<file path="src/rtl/fwft_pkg.sv">
package fwft_pkg;

    // Occupancy state of one cascade stage
    typedef enum logic [1:0] {
        ST_EMPTY   = 2'd0,
        ST_PARTIAL = 2'd1,
        ST_FULL    = 2'd2
    } stage_state_e;

endpackage

</file>
<file path="src/rtl/fwft_ram.sv">
// Storage array of one stage: one synchronous write port, one asynchronous read port.
module fwft_ram #(
    parameter int WIDTH = 18,
    parameter int DEPTH = 4,
    parameter int AW    = 2
) (
    input  logic             clk,
    input  logic             we,
    input  logic [AW-1:0]    waddr,
    input  logic [WIDTH-1:0] wdata,
    input  logic [AW-1:0]    raddr,
    output logic [WIDTH-1:0] rdata
);

    logic [WIDTH-1:0] mem [DEPTH];

    always_ff @(posedge clk) begin
        if (we) begin
            mem[waddr] <= wdata;
        end
    end

    assign rdata = mem[raddr];

endmodule

</file>
<file path="src/rtl/fwft_stage.sv">
// One first-word-fall-through stage: the oldest word is always on out_data.
module fwft_stage
    import fwft_pkg::*;
#(
    parameter int WIDTH = 18,
    parameter int DEPTH = 4
) (
    input  logic             clk,
    input  logic             rst_n,
    input  logic             push_req,
    input  logic [WIDTH-1:0] push_data,
    input  logic             pop_req,
    output logic             in_rdy_n,
    output logic             out_rdy_n,
    output logic [WIDTH-1:0] out_data
);

    localparam int AW = (DEPTH > 1) ? $clog2(DEPTH) : 1;
    localparam int CW = $clog2(DEPTH + 1);
    localparam logic [AW-1:0] LAST_ADDR = AW'(DEPTH - 1);
    localparam logic [CW-1:0] ONE_LEFT  = CW'(DEPTH - 1);

    stage_state_e     state_q, state_d;
    logic [CW-1:0]    count_q, count_d;
    logic [AW-1:0]    wr_ptr_q, rd_ptr_q;
    logic             do_push, do_pop;

    // Accepted operations: push needs room, pop needs a word
    assign do_push = push_req && (state_q != ST_FULL);
    assign do_pop  = pop_req  && (state_q != ST_EMPTY);

    // Next-state logic
    always_comb begin
        state_d = state_q;
        unique case (state_q)
            ST_EMPTY: begin
                if (do_push) state_d = ST_PARTIAL;              // fill
            end
            ST_PARTIAL: begin
                if (do_push && !do_pop && count_q == ONE_LEFT)
                    state_d = ST_FULL;                          // top-up
                else if (do_pop && !do_push && count_q == CW'(1))
                    state_d = ST_EMPTY;                         // drain
            end
            ST_FULL: begin
                if (do_pop) state_d = ST_PARTIAL;               // release
            end
            default: state_d = ST_EMPTY;
        endcase
    end

    always_comb begin
        count_d = count_q;
        if (do_push && !do_pop)      count_d = count_q + CW'(1);
        else if (do_pop && !do_push) count_d = count_q - CW'(1);
    end

    // State register
    always_ff @(posedge clk) begin
        if (!rst_n) begin
            state_q  <= ST_EMPTY;
            count_q  <= '0;
            wr_ptr_q <= '0;
            rd_ptr_q <= '0;
        end else begin
            state_q <= state_d;
            count_q <= count_d;
            if (do_push) wr_ptr_q <= (wr_ptr_q == LAST_ADDR) ? '0 : wr_ptr_q + AW'(1);
            if (do_pop)  rd_ptr_q <= (rd_ptr_q == LAST_ADDR) ? '0 : rd_ptr_q + AW'(1);
        end
    end

    // Outputs decoded from state
    always_comb begin
        in_rdy_n  = 1'b0;
        out_rdy_n = 1'b0;
        unique case (state_q)
            ST_EMPTY:   out_rdy_n = 1'b1;
            ST_PARTIAL: ;
            ST_FULL:    in_rdy_n  = 1'b1;
            default:    out_rdy_n = 1'b1;
        endcase
    end

    fwft_ram #(
        .WIDTH (WIDTH),
        .DEPTH (DEPTH),
        .AW    (AW)
    ) i_ram (
        .clk   (clk),
        .we    (do_push),
        .waddr (wr_ptr_q),
        .wdata (push_data),
        .raddr (rd_ptr_q),
        .rdata (out_data)
    );

    // Occupancy never exceeds the stage depth
    a_r5_count_bound: assert property (@(posedge clk) disable iff (!rst_n)
        count_q <= CW'(DEPTH));

    // A push into an empty stage is visible after one edge
    a_r4_fill_shows_word: assert property (@(posedge clk) disable iff (!rst_n)
        (out_rdy_n && push_req) |=> !out_rdy_n);

    // The word on offer holds until it is popped
    a_r7_hold_word: assert property (@(posedge clk) disable iff (!rst_n)
        (!out_rdy_n && !pop_req) |=> (!out_rdy_n && $stable(out_data)));

    // A full stage stays full until popped, whatever the push request
    a_r2_full_blocks: assert property (@(posedge clk) disable iff (!rst_n)
        (in_rdy_n && !pop_req) |=> in_rdy_n);

endmodule

</file>
<file path="src/rtl/fwft_cascade.sv">
// Series chain of first-word-fall-through stages; words ripple head to tail.
module fwft_cascade #(
    parameter int WIDTH  = 18,
    parameter int DEPTH  = 4,
    parameter int STAGES = 4
) (
    input  logic             clk,
    input  logic             rst_n,
    input  logic             wr_en,
    input  logic [WIDTH-1:0] wr_data,
    output logic             in_rdy_n,
    input  logic             rd_en,
    output logic [WIDTH-1:0] rd_data,
    output logic             out_rdy_n
);

    localparam int LAST = STAGES - 1;

    logic [WIDTH-1:0]  lnk_data [STAGES];
    logic [STAGES-1:0] lnk_or_n;
    logic [STAGES-1:0] lnk_ir_n;
    logic [STAGES-1:0] lnk_push;
    logic [STAGES-1:0] lnk_pop;
    logic [WIDTH-1:0]  lnk_din  [STAGES];

    for (genvar k = 0; k < STAGES; k++) begin : g_stage
        if (k == 0) begin : g_head
            assign lnk_push[k] = wr_en;
            assign lnk_din[k]  = wr_data;
        end else begin : g_inner
            // upstream word present -> offer it downstream
            assign lnk_push[k] = !lnk_or_n[k-1];
            assign lnk_din[k]  = lnk_data[k-1];
        end

        if (k == LAST) begin : g_tail
            assign lnk_pop[k] = rd_en;
        end else begin : g_mid
            // downstream has room -> release the word
            assign lnk_pop[k] = !lnk_ir_n[k+1];
        end

        fwft_stage #(
            .WIDTH (WIDTH),
            .DEPTH (DEPTH)
        ) i_stage (
            .clk       (clk),
            .rst_n     (rst_n),
            .push_req  (lnk_push[k]),
            .push_data (lnk_din[k]),
            .pop_req   (lnk_pop[k]),
            .in_rdy_n  (lnk_ir_n[k]),
            .out_rdy_n (lnk_or_n[k]),
            .out_data  (lnk_data[k])
        );
    end

    assign in_rdy_n  = lnk_ir_n[0];
    assign out_rdy_n = lnk_or_n[LAST];
    assign rd_data   = lnk_data[LAST];

    // A read on an empty tail cannot make a word appear unless one was rippling in
    a_r8_empty_read: assert property (@(posedge clk) disable iff (!rst_n)
        (out_rdy_n && rd_en && (STAGES == 1 ? !wr_en : lnk_or_n[(LAST > 0) ? LAST-1 : 0]))
        |=> out_rdy_n);

    // Head with room and no write cannot become full
    a_r10_head_room: assert property (@(posedge clk) disable iff (!rst_n)
        (!in_rdy_n && !wr_en) |=> !in_rdy_n);

endmodule

</file>
<file path="config.mk">
export PLATFORM = sky130hd
export DESIGN_NAME = fwft_cascade
export DESIGN_NICKNAME = d
export VERILOG_FILES = /design/src/rtl/fwft_pkg.sv /design/src/rtl/fwft_ram.sv /design/src/rtl/fwft_stage.sv /design/src/rtl/fwft_cascade.sv
export SDC_FILE = /design/constraint.sdc
export NUM_CORES = 1
export LEC_CHECK = 0
export ABC_AREA = 1
export BUFFER_PORTS_ARGS = -buffer_cell sky130_fd_sc_hd__buf_2
export CAP_MARGIN = 10
export CORE_MARGIN = 5
export CORE_UTILIZATION = 35
export CTS_CLUSTER_SIZE = 10
export DETAILED_ROUTE_END_ITERATION = 8
export PLACE_DENSITY_LB_ADDON = 0.2
export SLEW_MARGIN = 20
export SYNTH_ARGS = -nofsm -noshare
export SYNTH_HDL_FRONTEND = slang
export SYNTH_HIERARCHICAL = 1
export SYNTH_SLANG_ARGS = --single-unit
export TNS_END_PERCENT = 20
</file>
<file path="constraint.sdc">
create_clock -name clk -period 3.5 [get_ports clk]
set_clock_uncertainty 0.1 [all_clocks]
set_input_delay 0.175 -clock clk [delete_from_list [all_inputs] [get_ports clk]]
set_output_delay 0.175 -clock clk [all_outputs]
set_load 0.01 [all_outputs]
</file>
# --- After elaboration in Yosys (flattened, before gate mapping) ---
# Memory sizes are Yosys's and may differ from the RTL's. A register that Yosys moved wholly into a read port is not among the register bits.
# Index checks and enable logic that the tools add are counted.
op_classes:
  eq_ne: 40
  n_addsub: 16
  reduce_logical: 55
  muxes: 57
ops:
  columns: ["cell", "count"]
  rows:
  - ["$mux 2", 32]
  - ["$eq 2x2->1 const B", 12]
  - ["$logic_and 1x1->1", 24]
  - ["$mux 3", 8]
  - ["$pmux 2 s3", 4]
  - ["$add 2x1->2 const B", 8]
  - ["$ne 2x1->1 const B", 8]
  - ["$reduce_bool 2->1", 8]
  - ["$mux 1", 13]
  - ["$add 3x1->3 const B", 4]
  - ["$eq 3x1->1 const B", 4]
  - ["$eq 3x2->1 const B", 4]
  - ["$ne 3x1->1 const B", 4]
  - ["$reduce_and 3->1", 4]
  - ["$sub 3x1->3 const B", 4]
  - ["$logic_not 1->1", 11]
  - ["$eq 2x1->1 const B", 4]
  - ["$logic_not 2->1", 4]
  - ["$ne 2x2->1 const B", 4]
  - ["$reduce_or 2->1", 4]
totals:
  elab_cells: 188
  mem_bits_rw: 288
  register_bits: 36
  mem_count: 4
  in_bits: 22
mem_list:
  columns: ["memory", "depth", "word_bits", "read_ports", "rd_ports_with_merged_regs", "wr", "line_no", "source"]
  rows:
  - ["g_stage[0].i_stage.i_ram.mem", 4, 18, 1, 1, 1, "fwft_ram.sv:15", "logic [WIDTH-1:0] mem [DEPTH];"]
  - ["g_stage[1].i_stage.i_ram.mem", 4, 18, 1, 1, 1, "fwft_ram.sv:15", null]
  - ["g_stage[2].i_stage.i_ram.mem", 4, 18, 1, 1, 1, "fwft_ram.sv:15", null]
  - ["g_stage[3].i_stage.i_ram.mem", 4, 18, 1, 1, 1, "fwft_ram.sv:15", null]

# --- Longest topological paths before layout ---
logic_depth:
  ltp_word: 9
  ltp_mapped: 13
  ltp_nobuf: 13

# --- By module ---
# The synthesis kept the hierarchy.
by_module_without_submodules:
  columns: ["module", "cells_per_inst", "area_per_inst_um2", "seq_area_each_um2", "n_inst"]
  rows:
  - ["fwft_ram", 289, 3085.5, 2162.1, 4]
  - ["fwft_stage", 74, 593.1, 180.2, 4]
  - ["fwft_cascade", 6, 22.5, 0.0, 1]

# --- Worst setup path before layout ---
# Ideal clock, no wire load.
synth_timing:
  path_kind: "flip-flop to flip-flop"
  start: "reg g_stage[0].i_stage.state_q[1]"
  end: "mem g_stage[1].i_stage.i_ram.mem[1][0] (enable)"
  t_required_ps: 2984
  arrival_ps: 2228
  slack_ps: 756
  stages_incl_launch_ff: 9
  synth_period_minus_slack_ps: 2744
  path_buffers: 0
  path_cell_list: "dfxtp_1 -> inv_1 -> ha_1 -> inv_1 -> inv_1 -> nand2_4 -> inv_2 -> inv_1 -> nor3_1"
synth_between:
  elab_chain_len: 5
synth_lines:
  columns: ["element", "line_no", "source"]
  rows:
  - ["from (decl)", "fwft_stage.sv:23", "stage_state_e state_q, state_d;"]
  - ["from (signal assigned)", "fwft_stage.sv:66", "state_q <= state_d;"]
  - ["$eq 2x1->1 or $eq 2x2->1 (tied branches)", "fwft_stage.sv:77", "unique case (state_q)"]
  - ["$reduce_or 2->1 (no source line) *", null, null]
  - ["named net lnk_push[1]", "fwft_cascade.sv:22", "logic [STAGES-1:0] lnk_push;"]
  - ["$logic_and 1x1->1 *", "fwft_stage.sv:29", "assign do_push = push_req && (state_q != ST_FULL);"]
  - ["named net g_stage[1].i_stage.do_push", "fwft_stage.sv:26", "logic do_push, do_pop;"]
  - ["$mux 1 *", "fwft_ram.sv:18", "if (we) begin"]
  - ["$mux 1 (not written as such) *", "fwft_ram.sv:19", "mem[waddr] <= wdata;"]
  - ["to (decl)", "fwft_ram.sv:15", null]
# The timed path passes the listed nets; every way through them passes the cells marked *.

==> flow_summary_export.csv <==
group,metric,value,unit
synth,async_reset_ff_frac,0,
global_route,grt_pass1_wl,45600,um
timing,setup_viol_count_final,0,
clocking,clkTransAtPathRegs,60,ps
layout,seqCellArea,0.00937,mm^2
layout,syn_to_final_growth,14.1,%
power_and_ir_drop,power_density,775,mW/mm^2
power_and_ir_drop,leakage,7.59,nW
worst_setup_path,worstPathMaxFanout,21,
worst_setup_path,crit_chain,"inv_4 -> nand3_1 -> nand2_1 -> buf_2",
clocking,clk_root_buffer_cell,"clkbuf_16",
worst_setup_path,cp.arrival,2070,ps
layout,multiInputGateArea,0.00367,mm^2
drt,wire_per_inst,12.8,um
synth,synth_cells,1458,
global_route,met3_usage,0.0224,
floorplanning,die_y,215,um
global_route,grt_use_met2,0.191,
worst_setup_path,critPathSlowestCell,"dfxtp_1",
floorplanning,ioPinCount,42,
synth,synth-edff-count,288,
worst_setup_path,rr_worst_depth,9,
worst_hold_path,hp-class,"in -> reg",
worst_setup_path,critPathTopFamily,"flip-flops",
drt,drc,0,
global_route,grt_pass1_vias,8807,
drt,initialDrtViolationCount,492,
placement,post-dp-hpwl,17200,um
synth,yosysUniqueCellTypes,24,
layout,nets,1609,
status,status,"complete, no violations",
synth,yosys_warnings,6,
timing,tns,0,ps
timing,slew_viol_final,0,
worst_setup_path,r2r-start,"g_stage[1].i_stage/state_q[1]",
worst_setup_path,rr_endpoint,"g_stage[2].i_stage/i_ram/mem[0][11]",
clocking,clk_latency,520,ps
floorplanning,rows,75,
layout,finalInstanceArea,0.0168,mm^2
global_route,overflow,0,
synth,synth-seq-cells,324,
flow_run,maxCapViolCount,0,
layout,final_cell_mix,"nand2_1, inv_1, edfxtp_1, nand3_1",
global_route,grt_max_degree,41,
drt,dr.pass1.iters,5,
clocking,clockBufferDepth,3,
timing,tightest_slew,911,ps
timing,worst_hold_slack,69.8,ps
timing,finalCritPeriodShare,0.670,
worst_setup_path,path_buf_inv,2,
global_route,antenna_found_initial,0,
worst_hold_path,min_to,"g_stage[0].i_stage/state_q[0]",
layout,insertedDiodeCount,0,
drt,totalWireLength,26800,um
layout,drive_above_1_share,0.113,
worst_setup_path,worst-setup-path-type,"reg -> out",
worst_setup_path,max_stage_delay,910,ps
worst_setup_path,crit_path_end_kind,"primary output",
drt,vias,8896,
timing,rsz0062_at_grt,"false",
floorplanning,initial_utilization,0.353,
placement,gp_congestion,0.739,
drt,antenna_left,0,
floorplanning,die_width,215,um
timing,slew_headroom,0.392,
worst_hold_path,min_path_cells,3,
clocking,post_cts_buffers,0,
synth,synth_area_per_cell,10.1,um^2
timing,fin_crit,2340,ps
timing,max_freq,426,MHz
global_route,busiest_layer,"met2",
layout,fillers,3983,
worst_setup_path,required,3220,ps
clocking,clock_sinks,324,
synth,syn_nets,1524,
synth,syn_area,0.0147,mm^2
synth,seq_area_frac_synth,0.636,
power_and_ir_drop,peakVddDrop,0.367,mV
clocking,cts_tree,"done",
placement,postPlaceCellArea,0.0155,mm^2
timing,finalHoldViolCount,0,
global_route,grt.total_usage,0.118,
worst_setup_path,start_kind,"register",
worst_setup_path,r2r_slack,1530,ps
placement,portBuffers,41,
layout,final_common_cell,"nand2_1",
worst_hold_path,min-delay-start,"rst_n",
synth,synthFlopType,"edfxtp_1",
floorplanning,dieArea,0.0463,mm^2
floorplanning,core,0.0418,mm^2
clocking,htreeDepth,2,
clocking,cts_buffers,39,
global_route,grt_use_met1,0.164,
drt,viasPerCell,4.24,
## flip-flops by register name, indices dropped and copies added, names as in the netlist
register	count
g_stage.i_stage/i_ram/mem	288
g_stage.i_stage/count_q	12
g_stage.i_stage/rd_ptr_q	8
g_stage.i_stage/state_q	8
g_stage.i_stage/wr_ptr_q	8
## metal layers
metal | vias to the layer above | wire length, um
met5 | - | 0
met4 | 0 | 554
met3 | 44 | 999
met2 | 124 | 12000
met1 | 3995 | 13300
li1 | 4733 | -
## repair_timing
| item | 4_1_cts | 5_1_grt |
|---|---|---|
| endpoints found under the hold margin | 77 | 0 |
| resized for setup | 0 | 0 |
| hold buffers | 20 | 0 |
## Yosys cell counts (12+ instances only)
master	instances	share of area
a21oi_1	12	0.0041
buf_4	16	0.0082
buf_6	20	0.015
dfxtp_1	36	0.049
edfxtp_1	288	0.59
ha_1	44	0.037
inv_1	346	0.088
inv_2	16	0.0041
nand2_1	396	0.10
nand3_1	148	0.050
nor2_1	44	0.011
nor3_1	16	0.0054
o21ai_1	16	0.0054
## final cells by class
type	instances	area share
timing repair buffer	84	0.0344
sequential	324	0.557
inverter	370	0.0838
clock buffer	52	0.0635
multi-input combinational	724	0.219
tap	539	0.0401
clock inverter	3	0.00238
## logic make-up after synthesis
| group | Yosys count | share of synthesized area |
|---|---|---|
| simple gates | 624 | 0.181 |
| compound gates | 52 | 0.0234 |
| xor+xnor | 4 | 0.00238 |
| fa+ha+maj | 44 | 0.0374 |
| buf+inv | 410 | 0.120 |
| flops | 324 | 0.636 |
## tightest hold or removal path, cell delays in order
cell and delay, ps:
buf_2 280, nand2_1 160, nor2_2 30
## how the worst max path moves through the flow
stage / end / slack (ps) / from / cells after the start
final: rd_data[7] / 1160 / g_stage[3].i_stage/rd_ptr_q[1] / 4
after global routing: rd_data[17] / 1010 / g_stage[3].i_stage/rd_ptr_q[1] / 4
after CTS: rd_data[7] / 1090 / g_stage[3].i_stage/rd_ptr_q[1] / 4
after detailed placement: g_stage[2].i_stage/i_ram/mem[0][13] / 1530 / g_stage[1].i_stage/state_q[1] / 9
after global placement: g_stage[1].i_stage/i_ram/mem[0][8] / 1570 / g_stage[0].i_stage/state_q[1] / 9
after floorplan: g_stage[1].i_stage/i_ram/mem[1][0] / 760 / g_stage[0].i_stage/state_q[1] / 8
## per-stage QoR
step / setup slack [ps] / utilization / total power [mW] / cells
floorplan: 756 / - / 8.59 / 1458
global placement: 1570 / 0.371 / 9.49 / 2021
detailed placement: 1530 / 0.371 / 9.58 / 2021
CTS: 1090 / 0.403 / 13.2 / 2096
global route: 1010 / 0.403 / 14.0 / 2096
finish: 1160 / 0.403 / 13.0 / 2096
## where the power goes
part           internal [mW]  leakage [nW]  switching (mW)  total [mW]
Sequential              5.42          2.92           0.340        5.76
Combinational           1.16          4.12            2.53        3.69
Clock                   2.17         0.540            1.40        3.58
Note: power is estimated with default switching activity, not from simulation.
